## src/rtl/idmap_pkg.sv

```systemverilog
`timescale 1ns/1ps
package idmap_pkg;
  localparam int unsigned IDM_IN_W    = 12;
  localparam int unsigned IDM_USR_W   = 5;
  localparam int unsigned IDM_PG_W    = 2;
  localparam int unsigned IDM_NUM_OUT = 8;
  localparam int unsigned IDM_FIRST   = 2;
  localparam int unsigned IDM_DBG_OID = 2;
  localparam logic [IDM_IN_W-1:0] IDM_DBG_ID = 12'h004;

  typedef enum logic [1:0] {
    KIND_FIXED  = 2'd0,
    KIND_DYN    = 2'd1,
    KIND_SHARED = 2'd2,
    KIND_BAD    = 2'd3
  } cfg_kind_e;
endpackage

```

## src/rtl/idmap_slot.sv

```systemverilog
`timescale 1ns/1ps
module idmap_slot #(
  parameter int unsigned IN_W  = 12,
  parameter int unsigned USR_W = 5,
  parameter int unsigned PG_W  = 2,
  parameter int unsigned CNT_W = 4,
  parameter bit CAN_FIX = 1'b1,
  parameter bit RST_FIX = 1'b0,
  parameter logic [IN_W-1:0] RST_ID = '0
) (
  input  logic             clk,
  input  logic             rst_n,
  input  logic             cfg_wr,
  input  logic             cfg_fix,
  input  logic [IN_W-1:0]  cfg_id,
  input  logic [PG_W-1:0]  cfg_page,
  input  logic [USR_W-1:0] cfg_user,
  input  logic             take,
  input  logic [IN_W-1:0]  take_id,
  input  logic             done,
  output logic             fixed_o,
  output logic [IN_W-1:0]  id_o,
  output logic [PG_W-1:0]  page_o,
  output logic [USR_W-1:0] user_o,
  output logic             busy_o,
  output logic             full_o
);
  logic             fix_q, fix_d;
  logic [IN_W-1:0]  id_q, id_d;
  logic [PG_W-1:0]  page_q, page_d;
  logic [USR_W-1:0] user_q, user_d;
  logic [CNT_W-1:0] cnt_q, cnt_d;
  logic             cfg_en, dec;

  assign cfg_en = cfg_wr | take;
  assign dec    = done & (cnt_q != '0);

  always_comb begin
    fix_d  = fix_q;
    id_d   = id_q;
    page_d = page_q;
    user_d = user_q;
    if (cfg_wr) begin
      fix_d  = CAN_FIX & cfg_fix;
      id_d   = (CAN_FIX & cfg_fix) ? cfg_id : '0;
      page_d = cfg_page;
      user_d = cfg_user;
    end else if (take && !fix_q) begin
      id_d = take_id;
    end
    cnt_d = cnt_q;
    if (take && !dec)      cnt_d = cnt_q + 1'b1;
    else if (!take && dec) cnt_d = cnt_q - 1'b1;
  end

  always_ff @(posedge clk or negedge rst_n) begin
    if (!rst_n) begin
      fix_q  <= RST_FIX;
      id_q   <= RST_ID;
      page_q <= '0;
      user_q <= '0;
      cnt_q  <= '0;
    end else begin
      if (cfg_en) begin
        fix_q  <= fix_d;
        id_q   <= id_d;
        page_q <= page_d;
        user_q <= user_d;
      end
      cnt_q <= cnt_d;
    end
  end

  assign fixed_o = fix_q;
  assign id_o    = id_q;
  assign page_o  = page_q;
  assign user_o  = user_q;
  assign busy_o  = cnt_q != '0;
  assign full_o  = &cnt_q;
endmodule

```

## src/rtl/idmap_chan.sv

```systemverilog
`timescale 1ns/1ps
module idmap_chan
  import idmap_pkg::*;
#(
  parameter int unsigned IN_W    = IDM_IN_W,
  parameter int unsigned USR_W   = IDM_USR_W,
  parameter int unsigned PG_W    = IDM_PG_W,
  parameter int unsigned NUM_OUT = IDM_NUM_OUT,
  parameter int unsigned FIRST   = IDM_FIRST,
  parameter int unsigned DBG_OID = IDM_DBG_OID,
  parameter logic [IN_W-1:0] DBG_ID = IDM_DBG_ID,
  parameter int unsigned CNT_W   = 4,
  localparam int unsigned OUT_W  = $clog2(NUM_OUT)
) (
  input  logic             clk,
  input  logic             rst_n,
  input  logic             req_valid,
  input  logic [IN_W-1:0]  req_id,
  input  logic [USR_W-1:0] req_user,
  input  logic             req_fabric,
  output logic             req_ready,
  output logic [OUT_W-1:0] map_oid,
  output logic [USR_W-1:0] map_user,
  output logic [PG_W-1:0]  map_page,
  input  logic             cpl_valid,
  input  logic [OUT_W-1:0] cpl_oid,
  input  logic             cfg_wr,
  input  cfg_kind_e        cfg_kind,
  input  logic [OUT_W-1:0] cfg_oid,
  input  logic [IN_W-1:0]  cfg_id,
  input  logic [PG_W-1:0]  cfg_page,
  input  logic [USR_W-1:0] cfg_user,
  input  logic [OUT_W-1:0] rb_oid,
  output logic             rb_fixed,
  output logic [IN_W-1:0]  rb_id,
  output logic [PG_W-1:0]  rb_page,
  output logic [USR_W-1:0] rb_user
);
  logic             s_fix  [NUM_OUT];
  logic [IN_W-1:0]  s_id   [NUM_OUT];
  logic [PG_W-1:0]  s_page [NUM_OUT];
  logic [USR_W-1:0] s_user [NUM_OUT];
  logic             s_busy [NUM_OUT];
  logic             s_full [NUM_OUT];
  logic [PG_W-1:0]  sh_page_q, sh_page_d;
  logic [USR_W-1:0] sh_user_q, sh_user_d;
  logic             sh_en;

  logic             fix_hit, own_hit, free_hit, any_hit;
  logic [OUT_W-1:0] fix_sel, own_sel, free_sel, sel;

  for (genvar i = 0; i < NUM_OUT; i++) begin : g_slot
    if (i < FIRST) begin : g_core
      assign s_fix[i]  = 1'b0;
      assign s_id[i]   = '0;
      assign s_page[i] = '0;
      assign s_user[i] = '0;
      assign s_busy[i] = 1'b1;
      assign s_full[i] = 1'b1;
    end else begin : g_pool
      logic slot_wr, slot_take, slot_done;
      assign slot_wr   = cfg_wr && (cfg_kind != KIND_SHARED) && (cfg_oid == OUT_W'(i));
      assign slot_take = req_valid && req_ready && (sel == OUT_W'(i));
      assign slot_done = cpl_valid && (cpl_oid == OUT_W'(i));
      idmap_slot #(
        .IN_W(IN_W), .USR_W(USR_W), .PG_W(PG_W), .CNT_W(CNT_W),
        .CAN_FIX(i != NUM_OUT - 1),
        .RST_FIX(i == DBG_OID),
        .RST_ID((i == DBG_OID) ? DBG_ID : '0)
      ) u_slot (
        .clk(clk), .rst_n(rst_n),
        .cfg_wr(slot_wr), .cfg_fix(cfg_kind == KIND_FIXED),
        .cfg_id(cfg_id), .cfg_page(cfg_page), .cfg_user(cfg_user),
        .take(slot_take), .take_id(req_id), .done(slot_done),
        .fixed_o(s_fix[i]), .id_o(s_id[i]), .page_o(s_page[i]),
        .user_o(s_user[i]), .busy_o(s_busy[i]), .full_o(s_full[i])
      );
    end
  end

  // Selection: fixed binding, then held dynamic ID, then lowest free pool ID
  always_comb begin
    fix_hit  = 1'b0; fix_sel  = '0;
    own_hit  = 1'b0; own_sel  = '0;
    free_hit = 1'b0; free_sel = '0;
    for (int i = NUM_OUT - 1; i >= int'(FIRST); i--) begin
      if (s_fix[i] && s_id[i] == req_id) begin
        fix_hit = 1'b1; fix_sel = OUT_W'(i);
      end
      if (!s_fix[i] && s_busy[i] && s_id[i] == req_id) begin
        own_hit = 1'b1; own_sel = OUT_W'(i);
      end
      if (!s_fix[i] && !s_busy[i]) begin
        free_hit = 1'b1; free_sel = OUT_W'(i);
      end
    end
    if (fix_hit)      sel = fix_sel;
    else if (own_hit) sel = own_sel;
    else              sel = free_sel;
    any_hit = fix_hit | own_hit | free_hit;
  end

  assign req_ready = any_hit && !s_full[sel];
  assign map_oid   = sel;
  assign map_page  = fix_hit ? s_page[sel] : sh_page_q;
  assign map_user  = req_fabric ? req_user : (fix_hit ? s_user[sel] : sh_user_q);

  assign sh_en     = cfg_wr && (cfg_kind == KIND_SHARED);
  assign sh_page_d = sh_en ? cfg_page : sh_page_q;
  assign sh_user_d = sh_en ? cfg_user : sh_user_q;

  always_ff @(posedge clk or negedge rst_n) begin
    if (!rst_n) begin
      sh_page_q <= '0;
      sh_user_q <= '0;
    end else if (sh_en) begin
      sh_page_q <= sh_page_d;
      sh_user_q <= sh_user_d;
    end
  end

  always_comb begin
    rb_fixed = 1'b0;
    rb_id    = '0;
    rb_page  = '0;
    rb_user  = '0;
    if (rb_oid >= OUT_W'(FIRST)) begin
      if (s_fix[rb_oid]) begin
        rb_fixed = 1'b1;
        rb_id    = s_id[rb_oid];
        rb_page  = s_page[rb_oid];
        rb_user  = s_user[rb_oid];
      end else begin
        rb_page  = sh_page_q;
        rb_user  = sh_user_q;
      end
    end
  end
endmodule

```

## src/rtl/idmap_top.sv

```systemverilog
`timescale 1ns/1ps
module idmap_top
  import idmap_pkg::*;
#(
  parameter int unsigned IN_W    = IDM_IN_W,
  parameter int unsigned USR_W   = IDM_USR_W,
  parameter int unsigned PG_W    = IDM_PG_W,
  parameter int unsigned NUM_OUT = IDM_NUM_OUT,
  parameter int unsigned FIRST   = IDM_FIRST,
  parameter int unsigned CNT_W   = 4,
  localparam int unsigned OUT_W  = $clog2(NUM_OUT)
) (
  input  logic             clk,
  input  logic             rst_n,
  input  logic             ar_valid,
  input  logic [IN_W-1:0]  ar_id,
  input  logic [USR_W-1:0] ar_user,
  input  logic             ar_fabric,
  output logic             ar_ready,
  output logic [OUT_W-1:0] ar_oid,
  output logic [USR_W-1:0] ar_user_o,
  output logic [PG_W-1:0]  ar_page,
  input  logic             rcpl_valid,
  input  logic [OUT_W-1:0] rcpl_oid,
  input  logic             aw_valid,
  input  logic [IN_W-1:0]  aw_id,
  input  logic [USR_W-1:0] aw_user,
  input  logic             aw_fabric,
  output logic             aw_ready,
  output logic [OUT_W-1:0] aw_oid,
  output logic [USR_W-1:0] aw_user_o,
  output logic [PG_W-1:0]  aw_page,
  input  logic             wcpl_valid,
  input  logic [OUT_W-1:0] wcpl_oid,
  input  logic             cfg_we,
  input  logic             cfg_chan,
  input  logic [1:0]       cfg_kind,
  input  logic [OUT_W-1:0] cfg_oid,
  input  logic [IN_W-1:0]  cfg_in_id,
  input  logic [PG_W-1:0]  cfg_page,
  input  logic [USR_W-1:0] cfg_user,
  output logic             cfg_rsvd_err,
  input  logic             rb_chan,
  input  logic [OUT_W-1:0] rb_oid,
  output logic             rb_fixed,
  output logic [IN_W-1:0]  rb_in_id,
  output logic [PG_W-1:0]  rb_page,
  output logic [USR_W-1:0] rb_user
);
  localparam int unsigned NCH = 2;

  logic [1:0] rst_pipe;
  logic       srst_n;
  always_ff @(posedge clk or negedge rst_n) begin
    if (!rst_n) rst_pipe <= '0;
    else        rst_pipe <= {rst_pipe[0], 1'b1};
  end
  assign srst_n = rst_pipe[1];

  cfg_kind_e kind;
  logic      refuse, err_d, err_q;
  assign kind   = cfg_kind_e'(cfg_kind);
  assign refuse = (kind == KIND_BAD) ||
                  ((kind != KIND_SHARED) && (cfg_oid < OUT_W'(FIRST))) ||
                  ((kind == KIND_FIXED) && (cfg_oid == OUT_W'(NUM_OUT - 1)));
  assign err_d  = cfg_we ? refuse : err_q;

  always_ff @(posedge clk or negedge srst_n) begin
    if (!srst_n)     err_q <= 1'b0;
    else if (cfg_we) err_q <= err_d;
  end
  assign cfg_rsvd_err = err_q;

  logic             c_valid [NCH];
  logic [IN_W-1:0]  c_id    [NCH];
  logic [USR_W-1:0] c_user  [NCH];
  logic             c_fab   [NCH];
  logic             c_rdy   [NCH];
  logic [OUT_W-1:0] c_oid   [NCH];
  logic [USR_W-1:0] c_uo    [NCH];
  logic [PG_W-1:0]  c_pg    [NCH];
  logic             c_cv    [NCH];
  logic [OUT_W-1:0] c_co    [NCH];
  logic             c_rfix  [NCH];
  logic [IN_W-1:0]  c_rid   [NCH];
  logic [PG_W-1:0]  c_rpg   [NCH];
  logic [USR_W-1:0] c_rus   [NCH];

  assign c_valid[0] = ar_valid;  assign c_valid[1] = aw_valid;
  assign c_id[0]    = ar_id;     assign c_id[1]    = aw_id;
  assign c_user[0]  = ar_user;   assign c_user[1]  = aw_user;
  assign c_fab[0]   = ar_fabric; assign c_fab[1]   = aw_fabric;
  assign c_cv[0]    = rcpl_valid; assign c_cv[1]   = wcpl_valid;
  assign c_co[0]    = rcpl_oid;  assign c_co[1]    = wcpl_oid;

  for (genvar c = 0; c < NCH; c++) begin : g_ch
    logic ch_wr;
    assign ch_wr = cfg_we && !refuse && (cfg_chan == c[0]);
    idmap_chan #(
      .IN_W(IN_W), .USR_W(USR_W), .PG_W(PG_W), .NUM_OUT(NUM_OUT),
      .FIRST(FIRST), .CNT_W(CNT_W)
    ) u_chan (
      .clk(clk), .rst_n(srst_n),
      .req_valid(c_valid[c]), .req_id(c_id[c]), .req_user(c_user[c]),
      .req_fabric(c_fab[c]), .req_ready(c_rdy[c]), .map_oid(c_oid[c]),
      .map_user(c_uo[c]), .map_page(c_pg[c]),
      .cpl_valid(c_cv[c]), .cpl_oid(c_co[c]),
      .cfg_wr(ch_wr), .cfg_kind(kind), .cfg_oid(cfg_oid), .cfg_id(cfg_in_id),
      .cfg_page(cfg_page), .cfg_user(cfg_user),
      .rb_oid(rb_oid), .rb_fixed(c_rfix[c]), .rb_id(c_rid[c]),
      .rb_page(c_rpg[c]), .rb_user(c_rus[c])
    );
  end

  assign ar_ready  = c_rdy[0]; assign aw_ready  = c_rdy[1];
  assign ar_oid    = c_oid[0]; assign aw_oid    = c_oid[1];
  assign ar_user_o = c_uo[0];  assign aw_user_o = c_uo[1];
  assign ar_page   = c_pg[0];  assign aw_page   = c_pg[1];

  assign rb_fixed = rb_chan ? c_rfix[1] : c_rfix[0];
  assign rb_in_id = rb_chan ? c_rid[1]  : c_rid[0];
  assign rb_page  = rb_chan ? c_rpg[1]  : c_rpg[0];
  assign rb_user  = rb_chan ? c_rus[1]  : c_rus[0];
endmodule

```

## config.mk

```make
export PLATFORM = sky130hd
export DESIGN_NAME = idmap_top
export DESIGN_NICKNAME = d
export VERILOG_FILES = /design/src/rtl/idmap_pkg.sv /design/src/rtl/idmap_slot.sv /design/src/rtl/idmap_chan.sv /design/src/rtl/idmap_top.sv
export SDC_FILE = /design/constraint.sdc
export NUM_CORES = 1
export LEC_CHECK = 0
export ABC_AREA = 1
export BUFFER_PORTS_ARGS = -buffer_cell sky130_fd_sc_hd__buf_2
export CAP_MARGIN = 20
export CORE_MARGIN = 4
export CORE_UTILIZATION = 53
export DETAILED_ROUTE_END_ITERATION = 7
export GPL_TIMING_DRIVEN = 0
export PLACE_DENSITY = 0.71
export SYNTH_ARGS = -nofsm -noshare
export SYNTH_HDL_FRONTEND = slang
export SYNTH_SLANG_ARGS = --single-unit
```

## constraint.sdc

```tcl
create_clock -name clk -period 10.35 [get_ports clk]
set_clock_uncertainty 0.15 [all_clocks]
set_input_delay 2.07 -clock clk [delete_from_list [all_inputs] [get_ports clk]]
set_output_delay 2.07 -clock clk [all_outputs]
set_load 0.005 [all_outputs]
```

==> summary.txt <==
Setup path
  – Worst path max stage delay: 0.77 ns
  – Worst endpoint data arrival time: 5.50 ns
  – Setup crit end kind: output port
  – Reg2reg start: g_ch[0].u_chan.g_slot[2].g_pool.u_slot.id_o[2]
  – Critical Path, Cell by Cell: clkbuf_1 > clkinv_1 > a21oi_1 > o21ai_0 > o21ai_0 > nand2_1 > nand2_1 > inv_1 > nor2_1 > inv_1 > o21ai_0 > buf_2
  – Critical path class: input port to output port
  – Largest fanout on the critical path: 10
  – Reg-to-reg slack, setup: 5.67 ns
  – Critical path launch point: rb_oid[0]
  – Slowest-stage cell, CP: nor2_1
  – CP most frequent cell: o21ai_0
  – WP data required: 8.13 ns
  – Startpoint type of the worst setup path: input port

Clocking
  – Clock Tree Buf Depth: 3
  – Clock latency at the later pin of the worst-skew pair: 0.58 ns
  – # clock sinks: 303
  – CTS Buf Count: 39
  – # H-tree levels: 2
  – # hold bufs at CTS: 0
  – CTS tree: yes
  – Root cell of the clock tree: clkbuf_16
  – CTS clk-pin slew, worst paths: 0.06 ns
  – Post-cts resize count: 0
  – Post-CTS Setup Bufs: 0

Drt
  – Routed WL: 79.8 mm
  – DRC: 0
  – Routed WL per cell: 21.2 um
  – Vias per inst: 5.97
  – Vias: 22,500
  – TritonRoute pass-1 iters: 6
  – DR iter-0 viols: 2,944
  – Routed Antenna Nets: 0

Power
  – Pwr Total: 5.74 mW
  – PwrDens: 243 nW/um2
  – Sw Pwr: 2.42 mW
  – Sw Share: 42.1%
  – Reg power frac: 35.3%
  – Clock Power Share: 25.3%
  – Worst vdd rail ir drop: 0.000165 V
  – Combinational power share: 39.3%
  – Internal power: 3.32 mW
  – Pleak: 11.6 nW

Timing
  – Final Hold Fails: 0
  – RSZ-0062 raised after global routing: no
  – Final Slew Violations: 0
  – Worst slew margin: 19.1%
  – Fin crit share: 74.6%
  – Min Tclk post-route: 7.72 ns
  – Worst hold slack: 0.223 ns
  – Least-Margin Pin Slew: 1.21 ns
  – F_max: 130 MHz
  – Setup violators final: 0

Floorplan
  – Starting density of the core: 53.9%
  – Die area: 42,800 um2
  – Die height: 207 um
  – IO Pins: 121
  – Core Region: 38,800 um2
  – Die X: 207 um
  – # rows: 72

Synthesis
  – Ys flop type: dfrtp_1
  – Post-synth EDFFs: 0
  – Share of flip-flops with an asynchronous set or reset: 100%
  – Post-synthesis sequential area ratio: 36.2%
  – Post-Syn Nets: 3,191
  – Gate Count Post-Synth: 3,065
  – Top-count cell post-synth: nand2_1
  – Yosys warns: 0
  – #FFs+latches synth: 303
  – Top cells by count, synth: 1,013 x nand2_1, 421 x o21ai_0, 299 x dfrtp_1, 226 x nor2_1, 217 x inv_1
  – Post-synth top area cell: dfrtp_1
  – Top area cells in the synthesized netlist: dfrtp_1 36%, nand2_1 18%, o21ai_0 10%
  – Avg Synthesized Cell Area: 6.83 um2
  – Synth top area share: 35.7%
  – Mapped cell area: 20,900 um2
  – Synth cell types: 60

Layout
  – Nets: 3,342
  – Area Overhead vs Synth: 12.6%
  – Layout cells sized above 1: 10.4%

Global routing
  – Vias in the first global route: 20,800
  – First-pass GRT wire length: 121 mm
  – Remaining global-route overflow: 0
  – Initial antenna violation count: 3
  – GRT Total Usage: 36.9%
  – Largest net degree at the start of global routing: 68

Min path
  – Hold Path Class: flip-flop to flip-flop
  – Worst hold start: rst_pipe[0]

Outcome
  – Status: finished, final reports clean

Place
  – GP Congestion: 1.00
  – Port-buffer cells: 106
  – HPWL after DPL: 60.0 mm

Flow run
  – Max-cap violations: 0
routing by layer:
| layer | track usage [%] | wire length, um | share of wire, % | up-vias |
|---|---|---|---|---|
| met2 | 54.0 | 33300 | 42 | 1370 |
| met4 | 14.6 | 3520 | 4.4 | 6 |
| met1 | 53.0 | 32700 | 41 | 10600 |
| li1 | - | - | - | 10300 |
| met3 | 8.62 | 10100 | 13 | 225 |
| met5 | 1.04 | 82 | 0.10 | - |
critical path, delay by kind of cell:
family          cells  cell delay (ns)
buf+inv             5             1.37
simple gates        3             1.02
compound gates      4             1.03
placed cells by master (no fill, tap or decap), drive strengths merged, types with 6 or more instances in the layout:
master,n
clkbuf,156
nor3,11
o21a,8
xor2,50
a21o,6
clkinv,17
nand2,1038
inv,247
or2,7
nand3,193
o22ai,17
a21oi,83
a31oi,13
o21ai,448
fa,12
a211oi,6
nand4,61
xnor2,52
o211ai,22
nor2,240
a22oi,12
nor4,7
ha,36
buf,167
dfrtp,299
flip-flops by register name, indices dropped and copies added (netlist names):
name	cells
cfg_rsvd_err	1
g_ch.u_chan.g_slot.g_pool.u_slot.cnt_q	48
g_ch.u_chan.g_slot.g_pool.u_slot.fixed_o	10
g_ch.u_chan.g_slot.g_pool.u_slot.page_o	24
g_ch.u_chan.sh_user_q	10
g_ch.u_chan.sh_page_q	4
g_ch.u_chan.g_slot.g_pool.u_slot.id_o	144
rst_pipe	2
g_ch.u_chan.g_slot.g_pool.u_slot.user_o	60
stage by stage:
step                cells  cell area [um2]  worst slack [ns]  TNS (ns)  util [%]
floorplan            3065            20900              1.14         0         -
global placement     3689            22100             -2.89   -850.68      57.0
detailed placement   3693            22200              3.05         0      57.3
CTS                  3763            23600              3.02         0      60.7
global route         3764            23600              2.61         0      60.7
finish               3764            23600              2.63         0      60.7
power by group through the flow:
stage / clock (mW) / sequential (mW) / combinational, mW
3_5_place_dp: 0 / 2.03 / 2.21
5_1_grt: 1.51 / 2.08 / 2.52
6_report: 1.45 / 2.03 / 2.26
4_1_cts: 1.46 / 2.02 / 2.22
2_1_floorplan: 0 / 1.93 / 1.63
3_3_place_gp: 0 / 2.03 / 2.11
final timing paths:
check,to,depth (start not counted)
worst max-delay path,rb_in_id[9],12
worst min-delay path,rst_pipe[1],0
worst max register to register,g_ch[0].u_chan.g_slot[2].g_pool.u_slot.cnt_q[3],21
worst min register to register,rst_pipe[1],0
max in group asynchronous,g_ch[0].u_chan.g_slot[3].g_pool.u_slot.id_o[7],2
min in group asynchronous,g_ch[0].u_chan.sh_user_q[4],0
cell type report:
cell class | count | area (um2)
Antenna cell | 1 | 2.50
Buffer | 159 | 756
Clock buffer | 54 | 1140
Clock inverter | 16 | 200
Fill cell | 3735 | 15200
Inverter | 254 | 958
Multi-Input combinational cell | 2349 | 11600
Sequential cell | 303 | 7590
Tap cell | 518 | 648
Timing Repair Buffer | 110 | 641
logic make-up after synthesis:
logic type | share of synthesized area [%]
flip-flops | 36.2
adder cells (fa/ha/maj) | 3.30
XOR/XNOR | 4.27
AND/OR/NAND/NOR | 31.4
buffers and inverters | 8.18
other | 0.0179
multiplexers | 0.215
AO/OA/AOI/OAI | 16.4
Power figures use the tool's default switching activity.
